$ cat config.mk
export PLATFORM = sky130hd
export DESIGN_NAME = ser_reg_port
export DESIGN_NICKNAME = d
export VERILOG_FILES = /design/src/rtl/ser_reg_pkg.sv /design/src/rtl/ser_reg_sync.sv /design/src/rtl/ser_reg_ready.sv /design/src/rtl/ser_reg_port.sv
export SDC_FILE = /design/constraint.sdc
export NUM_CORES = 1
export LEC_CHECK = 0
export BUFFER_PORTS_ARGS = -buffer_cell sky130_fd_sc_hd__buf_2
export CAP_MARGIN = 20
export CORE_MARGIN = 2
export CORE_UTILIZATION = 40
export CTS_BUF_LIST = sky130_fd_sc_hd__clkbuf_4 sky130_fd_sc_hd__clkbuf_8
export DETAILED_ROUTE_END_ITERATION = 16
export PLACE_DENSITY = 0.62
export SYNTH_ARGS = -nofsm -noshare
export SYNTH_HDL_FRONTEND = slang
export SYNTH_SLANG_ARGS = --single-unit
$ cat constraint.sdc
create_clock -name clk -period 5 [get_ports clk]
set_input_delay 0.25 -clock clk [delete_from_list [all_inputs] [get_ports clk]]
set_output_delay 0.25 -clock clk [all_outputs]
set_load 0.1 [all_outputs]
$ cat src/rtl/ser_reg_pkg.sv
package ser_reg_pkg;
  typedef enum logic [1:0] {ST_CMD, ST_WR, ST_RD} phase_t;

  localparam int CMD_W   = 8;
  localparam int C_GUARD = 7;
  localparam int C_DIR   = 6;
  localparam int C_SEL_H = 5;
  localparam int C_SEL_L = 3;
  localparam int C_CONT  = 2;

  localparam logic [2:0] SEL_STAT  = 3'd0;
  localparam logic [2:0] SEL_MODE  = 3'd1;
  localparam logic [2:0] SEL_SETUP = 3'd2;
  localparam logic [2:0] SEL_DATA  = 3'd3;
  localparam logic [2:0] SEL_ID    = 3'd4;

  // data-phase length of each selectable register; 0 means no data phase
  function automatic int word_bits(input logic [2:0] s, input int dw);
    case (s)
      SEL_MODE, SEL_SETUP, SEL_DATA: return dw;
      SEL_STAT, SEL_ID:              return CMD_W;
      default:                       return 0;
    endcase
  endfunction
endpackage

$ cat src/rtl/ser_reg_sync.sv
module ser_reg_sync #(
  parameter int   STAGES  = 2,
  parameter logic RST_VAL = 1'b0
) (
  input  logic clk,
  input  logic rst,
  input  logic d,
  output logic q
);
  logic [STAGES-1:0] r;

  for (genvar g = 0; g < STAGES; g++) begin : g_st
    if (g == 0) begin : g_first
      always_ff @(posedge clk) r[g] <= rst ? RST_VAL : d;
    end else begin : g_next
      always_ff @(posedge clk) r[g] <= rst ? RST_VAL : r[g-1];
    end
  end

  assign q = r[STAGES-1];
endmodule

$ cat src/rtl/ser_reg_ready.sv
module ser_reg_ready #(
  parameter int DW = 24
) (
  input  logic          clk,
  input  logic          rst,
  input  logic          conv_stb,
  input  logic [DW-1:0] conv_val,
  input  logic          conv_warn,
  input  logic          sync_n,
  input  logic          rd_busy,
  input  logic          rd_done,
  output logic [DW-1:0] data_q,
  output logic          rdy
);
  logic          pend;
  logic [DW-1:0] pend_val;

  always_ff @(posedge clk) begin
    if (rst) begin
      rdy      <= 1'b0;
      data_q   <= '0;
      pend     <= 1'b0;
      pend_val <= '0;
    end else begin
      if (rd_done) begin
        pend <= 1'b0;
        if (conv_stb) begin
          data_q <= conv_val;
          rdy    <= 1'b1;
        end else if (pend) begin
          data_q <= pend_val;
          rdy    <= 1'b1;
        end else begin
          rdy <= 1'b0;
        end
      end else if (rd_busy) begin
        if (conv_stb) begin
          pend     <= 1'b1;
          pend_val <= conv_val;
        end else if (conv_warn) begin
          rdy <= 1'b0;
        end
      end else begin
        if (conv_stb) begin
          data_q <= conv_val;
          rdy    <= 1'b1;
          pend   <= 1'b0;
        end else if (pend) begin
          data_q <= pend_val;
          rdy    <= 1'b1;
          pend   <= 1'b0;
        end else if (conv_warn) begin
          rdy <= 1'b0;
        end
      end
      if (!sync_n) rdy <= 1'b0;
    end
  end

  // sync hold keeps ready clear
  a_r7_sync_hold: assert property (@(posedge clk) disable iff (rst)
    !sync_n |=> !rdy);
  // result register frozen during a data read
  a_r8_no_tear: assert property (@(posedge clk) disable iff (rst)
    (rd_busy && !rd_done) |=> $stable(data_q));
  // completed read with nothing parked clears ready
  a_r5_read_clears: assert property (@(posedge clk) disable iff (rst)
    (rd_done && !conv_stb && !pend) |=> !rdy);
  // fresh result outside a read sets ready
  a_r4_result_sets: assert property (@(posedge clk) disable iff (rst)
    (conv_stb && !rd_busy && sync_n) |=> rdy);
endmodule

$ cat src/rtl/ser_reg_port.sv
module ser_reg_port
  import ser_reg_pkg::*;
#(
  parameter int          DW          = 24,
  parameter int          SYNC_STAGES = 2,
  parameter int          RST_ONES    = 32,
  parameter logic [23:0] MODE_RST    = 24'h080060,
  parameter logic [23:0] SETUP_RST   = 24'h000117,
  parameter logic [7:0]  DEV_ID      = 8'hA4
) (
  input  logic          clk,
  input  logic          rst,
  input  logic          sclk,
  input  logic          cs_n,
  input  logic          din,
  output logic          dout_rdy,
  output logic          dout_oe,
  input  logic          conv_stb,
  input  logic [DW-1:0] conv_val,
  input  logic          conv_warn,
  input  logic          sync_n,
  output logic [DW-1:0] mode_q,
  output logic [DW-1:0] setup_q
);
  localparam int CNT_W  = $clog2(DW + 1);
  localparam int ONES_W = $clog2(RST_ONES + 1);
  localparam int PAD    = DW - CMD_W;

  logic sclk_s, cs_s, din_s, sclk_q;
  logic rise, fall, ones_hit, cont_go, rd_busy, rd_done;
  phase_t state;
  logic [CNT_W-1:0] cnt, last;
  logic [2:0] sel;
  logic [DW-1:0] sh, data_q, pick;
  logic [ONES_W-1:0] ones;
  logic cread, bitq, drv, rdy;
  logic [CMD_W-1:0] cmd_w;
  logic [2:0] cmd_sel;

  ser_reg_sync #(.STAGES(SYNC_STAGES), .RST_VAL(1'b1)) u_sck (.clk(clk), .rst(rst), .d(sclk), .q(sclk_s));
  ser_reg_sync #(.STAGES(SYNC_STAGES), .RST_VAL(1'b1)) u_csn (.clk(clk), .rst(rst), .d(cs_n), .q(cs_s));
  ser_reg_sync #(.STAGES(SYNC_STAGES), .RST_VAL(1'b0)) u_din (.clk(clk), .rst(rst), .d(din), .q(din_s));

  always_ff @(posedge clk) sclk_q <= rst ? 1'b1 : sclk_s;

  assign rise     = sclk_s & ~sclk_q & ~cs_s;
  assign fall     = ~sclk_s & sclk_q & ~cs_s;
  assign ones_hit = rise && din_s && (ones == ONES_W'(RST_ONES - 1));
  assign cmd_w    = {sh[CMD_W-2:0], din_s};
  assign cmd_sel  = cmd_w[C_SEL_H:C_SEL_L];
  assign rd_busy  = (state == ST_RD) && (sel == SEL_DATA);
  assign rd_done  = rd_busy && rise && (cnt == last) && !cs_s;
  assign cont_go  = (state == ST_CMD) && cread && rdy && !cs_s && (cnt == '0);

  always_comb begin
    unique case (cmd_sel)
      SEL_MODE:  pick = mode_q;
      SEL_SETUP: pick = setup_q;
      SEL_DATA:  pick = data_q;
      SEL_STAT:  pick = {~rdy, cread, 6'b0, {PAD{1'b0}}};
      default:   pick = {DEV_ID, {PAD{1'b0}}};
    endcase
  end

  ser_reg_ready #(.DW(DW)) u_rdy (
    .clk(clk), .rst(rst), .conv_stb(conv_stb), .conv_val(conv_val),
    .conv_warn(conv_warn), .sync_n(sync_n), .rd_busy(rd_busy),
    .rd_done(rd_done), .data_q(data_q), .rdy(rdy));

  always_ff @(posedge clk) begin
    if (rst) begin
      state   <= ST_CMD;
      cnt     <= '0;
      last    <= '0;
      sel     <= SEL_STAT;
      sh      <= '0;
      cread   <= 1'b0;
      ones    <= '0;
      bitq    <= 1'b1;
      drv     <= 1'b0;
      mode_q  <= MODE_RST[DW-1:0];
      setup_q <= SETUP_RST[DW-1:0];
    end else begin
      if (rise) ones <= (din_s && !ones_hit) ? ones + 1'b1 : '0;
      if (cs_s) begin
        state <= ST_CMD;
        cnt   <= '0;
        drv   <= 1'b0;
      end else if (ones_hit) begin
        state <= ST_CMD;
        cnt   <= '0;
        cread <= 1'b0;
        drv   <= 1'b0;
      end else begin
        unique case (state)
          ST_CMD: begin
            if (cont_go) begin
              sel   <= SEL_DATA;
              last  <= CNT_W'(DW - 1);
              sh    <= data_q;
              state <= ST_RD;
            end else if (rise && !cread) begin
              sh <= {sh[DW-2:0], din_s};
              if (cnt == CNT_W'(CMD_W - 1)) begin
                cnt <= '0;
                if (!cmd_w[C_GUARD]) begin
                  sel  <= cmd_sel;
                  last <= CNT_W'(word_bits(cmd_sel, DW) - 1);
                  if (cmd_w[C_DIR] && cmd_sel == SEL_DATA && cmd_w[C_CONT]) begin
                    cread <= 1'b1;
                  end else if (word_bits(cmd_sel, DW) != 0) begin
                    if (cmd_w[C_DIR]) begin
                      state <= ST_RD;
                      sh    <= pick;
                    end else begin
                      state <= ST_WR;
                    end
                  end
                end
              end else begin
                cnt <= cnt + 1'b1;
              end
            end
          end
          ST_WR: begin
            if (rise) begin
              sh <= {sh[DW-2:0], din_s};
              if (cnt == last) begin
                cnt   <= '0;
                state <= ST_CMD;
                if (sel == SEL_MODE)  mode_q  <= {sh[DW-2:0], din_s};
                if (sel == SEL_SETUP) setup_q <= {sh[DW-2:0], din_s};
              end else begin
                cnt <= cnt + 1'b1;
              end
            end
          end
          default: begin
            if (fall) begin
              bitq <= sh[DW-1];
              drv  <= 1'b1;
            end
            if (rise) begin
              sh <= {sh[DW-2:0], 1'b0};
              if (cnt == last) begin
                cnt   <= '0;
                state <= ST_CMD;
                drv   <= 1'b0;
              end else begin
                cnt <= cnt + 1'b1;
              end
            end
          end
        endcase
      end
    end
  end

  always_ff @(posedge clk) begin
    if (rst) begin
      dout_rdy <= 1'b1;
      dout_oe  <= 1'b0;
    end else begin
      dout_rdy <= drv ? bitq : ~rdy;
      dout_oe  <= ~cs_s;
    end
  end

  // deselect disables the output driver
  a_r1_oe_off: assert property (@(posedge clk) disable iff (rst)
    cs_s |=> !dout_oe);
  // run of ones forces command wait and ends continuous read
  a_r10_ones_exit: assert property (@(posedge clk) disable iff (rst)
    (ones_hit && !cs_s) |=> (state == ST_CMD && !cread && cnt == '0));
  // guarded command byte opens no data phase
  a_r12_guard_drop: assert property (@(posedge clk) disable iff (rst)
    (state == ST_CMD && rise && !cread && !cs_s && !ones_hit &&
     cnt == CNT_W'(CMD_W - 1) && cmd_w[C_GUARD]) |=> (state == ST_CMD && cnt == '0));
  // deselect abandons any transaction
  a_r11_abort: assert property (@(posedge clk) disable iff (rst)
    cs_s |=> (state == ST_CMD && !drv));
endmodule

# Word level (Yosys, flattened, before mapping)
# Index checks and enable logic that the tools add are counted.
[word_totals] reg_bits=155 elab_cells=186
[classes] addsub=3 n_eq_ne=25 n_mux=77 n_bitwise=13 reduce_logical=44
[op_table] op="two-way mux 24 bit" count=13
[op_table] op="two-way mux 32 bit" count=9
[op_table] op="case mux 24 bit (4 select lines)" count=1
[op_table] op="two-way mux 5 bit" count=18
[op_table] op="case mux 24 bit (2 select lines)" count=1
[op_table] op="nonzero test 32 bit" count=1
[op_table] op="two-way mux 2 bit" count=10
[op_table] op="two-way mux 1 bit" count=19
[op_table] op="AND reduction 6 bit" count=3
[op_table] op="nonzero test 2 bit" count=8
[op_table] op="logical AND 1 bit" count=14
[op_table] op="AND reduction 7 bit" count=2
[op_table] op="== test 3 x 2 -> 1 bit, second input constant" count=4
[op_table] op="two-way mux 3 bit" count=4
[op_table] op="inequality test 3 x 2 -> 1 bit, second input constant" count=4
[op_table] op="inequality test 2 bit, second input constant" count=5
[op_table] op="case mux 5 bit (2 select lines)" count=1
[op_table] op="inverter 1 bit" count=9
[op_table] op="OR reduction 3 bit" count=3
[op_table] op="adder 6 x 1 -> 6 bit, second input constant" count=1
[op_table] op="== test 3 x 1 -> 1 bit, second input constant" count=2
[op_table] op="== test 6 x 5 -> 1 bit, second input constant" count=1
[op_table] op="two-way mux 6 bit" count=1
[op_table] op="inequality test 3 bit, second input constant" count=2
[op_table] op="17 further kinds" count=26

# Longest topological paths before layout
[logic_depth] depth_word=20 depth_mapped=9 depth_no_buf=7

# By module
# From an unflattened synthesis, not the netlist that was laid out.
[unflattened] cells_unflattened=854 area_unflattened_um2=7213.2
[modules_own_cells] mod="ser_reg_port" n_inst=1 cells_per_inst=615 area_per_inst_um2=4913.5 seq_area_each_um2=1941.9
[modules_own_cells] mod="ser_reg_ready" n_inst=1 cells_per_inst=227 area_per_inst_um2=2142.1 seq_area_each_um2=1001.0
[modules_own_cells] mod="ser_reg_sync" n_inst=3 cells_per_inst=4 area_per_inst_um2=52.6 seq_area_each_um2=40.0

# Worst setup path before layout
# No wires, ideal clock.
[synth_timing] path_kind="register -> register" start="register cnt[0]" end="register sh[12]" t_arrival_ns=2.077 required_ns=4.863 setup_slack_ns=2.785 stages_incl_launch_ff=8 n_path_buf=1 path_cell_list="dfxtp_1 ha_1 and4bb_2 and4_1 clkbuf_1 mux2_2 a222oi_1 a211oi_1"
[synth_via] elab_chain_len=5
[synth_rtl] element="from (decl)" line="ser_reg_port.sv:32" source="logic [CNT_W-1:0] cnt, last;"
[synth_rtl] element="from (signal assigned)" line="ser_reg_port.sv:121" source="cnt <= cnt + 1'b1;"
[synth_rtl] element="from (signal assigned)" line="ser_reg_port.sv:134" source="cnt <= cnt + 1'b1;"
[synth_rtl] element="from (signal assigned)" line="ser_reg_port.sv:150" source="cnt <= cnt + 1'b1;"
[synth_rtl] element="== test 5 x 3 -> 1 bit" line="ser_reg_port.sv:104" source="if (cnt == CNT_W'(CMD_W - 1)) begin"
[synth_rtl] element="two-way mux 24 bit" line="ser_reg_port.sv:104"
[synth_rtl] element="two-way mux 24 bit" line="ser_reg_port.sv:102" source="end else if (rise && !cread) begin"
[synth_rtl] element="two-way mux 24 bit" line="ser_reg_port.sv:97" source="if (cont_go) begin"
[synth_rtl] element="case mux 24 bit (2 select lines)" line="ser_reg_port.sv:95" source="unique case (state)"
[synth_rtl] element="to (signal assigned)" line="ser_reg_port.sv:100" source="sh <= data_q;"
[synth_rtl] element="to (signal assigned)" line="ser_reg_port.sv:103" source="sh <= {sh[DW-2:0], din_s};"
[synth_rtl] element="to (signal assigned)" line="ser_reg_port.sv:114" source="sh <= pick;"
[synth_rtl] element="to (decl)" line="ser_reg_port.sv:34" source="logic [DW-1:0] sh, data_q, pick;"
# Parallel ways exist; a longest one is shown, timed or not. The select of a mux whose other input is x is not followed.
# A chain may end at the register's enable or synchronous reset.

# Worst setup path after layout
[layout_timing] start="register sh[3]" end="register sh[1]"
[layout_via] elab_chain_len=20
[layout_rtl] element="== test 3 x 2 -> 1 bit, or another cell as far along" line="ser_reg_pkg.sv:19, ser_reg_port.sv:56, ser_reg_port.sv:109"
[layout_rtl] element="OR reduction 3 bit or OR reduction 2 bit (tied branches)" line="ser_reg_pkg.sv:19" source="case (s)"
[layout_rtl] element="case mux 5 bit (2 select lines)" line="ser_reg_pkg.sv:19"
[layout_rtl] element="two-way mux 32 bit" line="ser_reg_port.sv:109" source="if (cmd_w[C_DIR] && cmd_sel == SEL_DATA && cmd_w[C_CONT]) begin"
[layout_rtl] element="two-way mux 32 bit" line="ser_reg_port.sv:106" source="if (!cmd_w[C_GUARD]) begin"
[layout_rtl] element="two-way mux 32 bit" line="ser_reg_port.sv:104"
[layout_rtl] element="two-way mux 32 bit" line="ser_reg_port.sv:102"
[layout_rtl] element="two-way mux 32 bit" line="ser_reg_port.sv:97"
[layout_rtl] element="[4 not listed]"
[layout_rtl] element="nonzero test 32 bit" line="ser_reg_port.sv:111" source="end else if (word_bits(cmd_sel, DW) != 0) begin"
[layout_rtl] element="two-way mux 24 bit" line="ser_reg_port.sv:111"
[layout_rtl] element="two-way mux 24 bit *" line="ser_reg_port.sv:109"
[layout_rtl] element="two-way mux 24 bit *" line="ser_reg_port.sv:106"
[layout_rtl] element="two-way mux 24 bit *" line="ser_reg_port.sv:104"
[layout_rtl] element="two-way mux 24 bit *" line="ser_reg_port.sv:102"
[layout_rtl] element="two-way mux 24 bit *" line="ser_reg_port.sv:97"
[layout_rtl] element="case mux 24 bit (2 select lines) *" line="ser_reg_port.sv:95"
# Every way passes the cells marked *; elsewhere a longest branch is shown, timed or not. The select of a mux whose other input is x is not followed.

==> results_tabular.tex <==
\begin{tabular}{lr}
\hline
Metric & Value \\
\hline
\multicolumn{2}{l}{\textbf{Status}} \\
\quad Result of the run & complete, no violations \\
\multicolumn{2}{l}{\textbf{STA}} \\
\quad Count of final setup violators & 0 \\
\quad Relative slew slack & 0.248 \\
\quad Maximum clock frequency & 0.378 GHz \\
\quad Total negative setup slack & 0 ns \\
\quad Fraction of the cycle the final worst path needs & 0.529 \\
\quad Layout Skew & approximately 0.015 ns \\
\quad Shortest clock period the worst path allows after layout & $\sim$2.6 ns \\
\quad Final hold violations & 0 \\
\quad Unrepaired setup endpoints after global routing & no \\
\quad Transition at the pin with the smallest max-transition slack & 1.13 ns \\
\quad Final max-slew violation count & 0 \\
\multicolumn{2}{l}{\textbf{Global routing}} \\
\quad Met1 routing resource usage after global routing & 0.311 \\
\quad Maximum number of pins on one net before global-route repair & between 100 and 150 \\
\quad Global routing met3 resource utilization & 0.0461 \\
\quad Global-route met2 utilization & 0.312 \\
\quad Global-route wire length before repair & about 33000 µm \\
\quad Grt peak-use layer & met2 \\
\quad Number of antenna violations at the first check in global routing & 0 \\
\quad Via count of the first global-routing pass & a little under 6000 \\
\quad Overflow left after global routing & 0 \\
\quad GRT Overall Usage & 0.213 \\
\multicolumn{2}{l}{\textbf{Clock tree}} \\
\quad Count of buffers added by post-CTS timing repair for setup & 0 \\
\quad H-tree depth reported by CTS & 4 \\
\quad Clock Tree Buf Depth & 2 \\
\quad Worst skew pair latency & roughly 0.46 ns \\
\quad Total CTS buffers & 17 \\
\quad Number of sinks driven by the clock tree & roughly 150 \\
\quad TritonCTS clock tree & built \\
\quad Clock tree root buffer cell & sky130\_fd\_sc\_hd\_\_clkbuf\_8 \\
\quad CTS clk-pin slew, worst paths & approximately 0.090 ns \\
\multicolumn{2}{l}{\textbf{Worst setup path}} \\
\quad CP Data Required Time & approximately 5.4 ns \\
\quad Number of buffers and inverters on the critical path & 1 \\
\quad Longest individual stage delay on the worst path & between 0.8 and 0.9 ns \\
\quad Classification of the worst setup path & flop to flop \\
\quad Sort of element at the end of the critical path & flop \\
\quad Cell-by-cell listing of the critical path & nor2b\_1 -> buf\_4 -> a22oi\_1 -> o2bb2ai\_1 -> a222oi\_1 -> a211oi\_1 \\
\quad Critical path arrival & 3.02 ns \\
\quad Slowest stage cell, crit path & sky130\_fd\_sc\_hd\_\_dfxtp\_1 \\
\quad Highest fanout seen on the critical path & 23 \\
\quad Top cell family by delay on the critical path & flip-flops \\
\quad Nature of the critical path startpoint & flop \\
\multicolumn{2}{l}{\textbf{Power}} \\
\quad Fraction of power consumed by the clock network & 0.406 \\
\quad Switching Share & 0.250 \\
\quad Total power divided by cell area & approximately 280 nW/µm² \\
\quad Gate power share & 0.043 \\
\quad IR drop worst, VDD & 0.173 mV \\
\quad Switching component of the power & 569 µW \\
\quad Sequential cell fraction of total power & 0.551 \\
\quad Leakage & 0.00286 µW \\
\quad Cell Int Power & $\sim$1700 µW \\
\multicolumn{2}{l}{\textbf{Cells and area}} \\
\quad Area Growth Syn to Fin & 11.9\% \\
\quad Most common cell after layout, fill and taps aside & sky130\_fd\_sc\_hd\_\_dfxtp\_1 \\
\quad Fin nets & 898 \\
\quad Commonest non-fill, non-tap cells in the layout & sky130\_fd\_sc\_hd\_\_dfxtp\_1 (153), sky130\_fd\_sc\_hd\_\_mux2i\_1 (86), sky130\_fd\_sc\_hd\_\_nor2\_1 (85), sky130\_fd\_sc\_hd\_\_buf\_2 (80), sky130\_fd\_sc\_hd\_\_nand2\_1 (78) \\
\quad Number of diodes & 0 \\
\quad Fraction of final layout cells sized beyond drive strength 1 & 0.182 \\
\quad Finished layout cell area & $\sim$8000 µm² \\
\multicolumn{2}{l}{\textbf{Yosys}} \\
\quad Flip-flop and latch count after synthesis & approximately 150 \\
\quad Cell area after synthesis & $\sim$7400 µm² \\
\quad Most instantiated flip-flop cell in the synthesis netlist & sky130\_fd\_sc\_hd\_\_dfxtp\_1 \\
\quad Library cells used by synthesis & between 60 and 70 \\
\quad Gate count of the mapped netlist & 818 \\
\quad Mean instance size in the synthesized netlist & around 9 µm² \\
\quad Number of enable flip-flop cells after synthesis & 0 \\
\quad Fraction of registers with async set or reset after synthesis & 0 \\
\quad Sequential share of the synthesized area & 0.416 \\
\quad Yosys Warn Count & 0 \\
\quad Synth Net Count & approximately 850 \\
\multicolumn{2}{l}{\textbf{Die}} \\
\quad Initial cell density of the core & 0.408 \\
\quad Placeable core region & approximately 18000 µm² \\
\quad Area of the die & between 15000 and 20000 µm² \\
\quad Die boundary height & roughly 140 µm \\
\quad Placement Rows & 49 \\
\quad Top-Level Pins & 82 \\
\quad Die outline width & roughly 140 µm \\
\multicolumn{2}{l}{\textbf{Routing}} \\
\quad 1st-pass router iterations & 6 \\
\quad Antenna-violating nets left & 0 \\
\quad Routed wire length & 20600 µm \\
\quad Via density & roughly 5.8 \\
\quad Routed length per placed instance & about 19 µm \\
\quad Number of DRC violations after detailed-routing iteration 0 & slightly below 800 \\
\quad DRC errors left & 0 \\
\quad Routed via count & roughly 6400 \\
\multicolumn{2}{l}{\textbf{Job}} \\
\quad Number of max-cap violations & 0 \\
\multicolumn{2}{l}{\textbf{Placement}} \\
\quad Post-placement cell area & 7810 µm² \\
\quad Count of input and output buffers & 81 \\
\quad Final estimated routing congestion in global placement & $\sim$0.91 \\
\quad DP Wirelength & 14100 µm \\
\multicolumn{2}{l}{\textbf{Hold path}} \\
\quad Class of the worst hold path & primary input to flop \\
\hline
\end{tabular}
## through the flow
| step | hold WS (ns) | utilization | worst slack, ns | instances | power [µW] |
|---|---|---|---|---|---|
| 2_1_floorplan | 0.327 | - | 2.79 | 818 | 1340 |
| 3_3_place_gp | 0.411 | 0.434 | 2.44 | 1070 | 1380 |
| 3_5_place_dp | 0.404 | 0.434 | 2.37 | 1070 | 1380 |
| 4_1_cts | 0.0000981 | 0.457 | 2.36 | 1105 | 2300 |
| 5_1_grt | 0.00646 | 0.457 | 2.06 | 1105 | 2360 |
| 6_report | 0.0274 | 0.457 | 2.35 | 1105 | 2280 |
## final cells by class
type | instances | area (µm²)
timing repair buffer | 96 | 528
clock buffer | 20 | 275
sequential | 153 | 3060
tap | 229 | 287
inverter | 9 | 33.8
multi-input combinational | 586 | 3930
fill | 1823 | 9790
clock inverter | 12 | 113
## registers in the layout, summed over array words and instances (netlist names), 2 cells and up
register and cells:
mode_q 24, setup_q 24, sh 24, u_rdy.data_q 24
u_rdy.pend_val 24, ones 6, cnt 5, last 3
sel 3, state 2
## worst min-delay path, cell delays in order
cell and delay, ns:
sky130_fd_sc_hd__buf_2 0.10, sky130_fd_sc_hd__nand2_1 0.05, sky130_fd_sc_hd__a21oi_1 0.05
## worst paths after layout
check	startpoint	endpoint	slack, ns	cells past startpoint
setup / recovery	sh[3]$_SDFFE_PP0P_	sh[1]$_SDFFE_PP0P_	2.35	6
hold / removal	conv_val[14]	u_rdy.pend_val[14]$_SDFFE_PP0P_	0.03	3
setup reg to reg	sh[3]$_SDFFE_PP0P_	sh[1]$_SDFFE_PP0P_	2.35	6
hold reg to reg	u_csn.r[0]$_SDFF_PP1_	u_csn.q$_SDFF_PP1_	0.41	1
## synth_stat cells (6+ instances only)
| cell | number | area [µm²] |
|---|---|---|
| sky130_fd_sc_hd__and2_1 | 7 | 43.8 |
| sky130_fd_sc_hd__nand2_1 | 78 | 293 |
| sky130_fd_sc_hd__buf_2 | 16 | 80.1 |
| sky130_fd_sc_hd__nor2_1 | 85 | 319 |
| sky130_fd_sc_hd__mux2_2 | 12 | 135 |
| sky130_fd_sc_hd__clkbuf_1 | 47 | 176 |
| sky130_fd_sc_hd__and3_1 | 6 | 37.5 |
| sky130_fd_sc_hd__inv_1 | 9 | 33.8 |
| sky130_fd_sc_hd__nor3_1 | 15 | 75.1 |
| sky130_fd_sc_hd__dfxtp_1 | 153 | 3060 |
| sky130_fd_sc_hd__nand4_1 | 6 | 37.5 |
| sky130_fd_sc_hd__o211ai_1 | 11 | 82.6 |
| sky130_fd_sc_hd__a222oi_1 | 8 | 80.1 |
| sky130_fd_sc_hd__mux2i_1 | 86 | 861 |
| sky130_fd_sc_hd__nand2b_1 | 7 | 43.8 |
| sky130_fd_sc_hd__a21oi_1 | 67 | 335 |
| sky130_fd_sc_hd__a31oi_1 | 7 | 43.8 |
| sky130_fd_sc_hd__nand3_1 | 11 | 55.1 |
| sky130_fd_sc_hd__o2bb2ai_1 | 6 | 52.6 |
| sky130_fd_sc_hd__a22oi_1 | 16 | 120 |
| sky130_fd_sc_hd__or2_2 | 8 | 50.1 |
| sky130_fd_sc_hd__o21ai_0 | 22 | 110 |
| sky130_fd_sc_hd__a211oi_1 | 40 | 300 |
| sky130_fd_sc_hd__buf_6 | 6 | 67.6 |
## layer usage
metal | part of all wire | up-vias | wire, µm
met3 | 0.073 | 27 | 1510
li1 | - | 3088 | -
met1 | 0.47 | 2992 | 9660
met5 | 0 | - | 0
met2 | 0.44 | 261 | 9090
met4 | 0.018 | 0 | 381
## timing repair
action / 4_1_cts / 5_1_grt
resized for setup: 0 / 0
hold endpoints to repair: 3 / 0
hold buffers: 3 / 0
setup endpoints to repair: 0 / 0
## power groups by stage
| stage | combinational [µW] | clock [µW] | sequential [µW] |
|---|---|---|---|
| floorplan | 65.6 | 0 | 1270 |
| global placement | 96.2 | 0 | 1280 |
| detailed placement | 96.8 | 0 | 1280 |
| CTS | 98.7 | 943 | 1250 |
| global route | 108 | 999 | 1260 |
| finish | 97.8 | 923 | 1260 |
## cell families (layout without fill, tap and decap cells)
group                    after synthesis  count (layout)  synth area share
flip-flops                           153             153             0.416
multiplexers                         100             100             0.141
AND/OR/NAND/NOR                      258             258             0.176
adder cells (fa/ha/maj)                3               3           0.00510
XOR/XNOR                               6               6           0.00714
AO/OA/AOI/OAI                        219             219             0.205
buffers and inverters                 79             137            0.0491
Power figures use the tool's default switching activity.
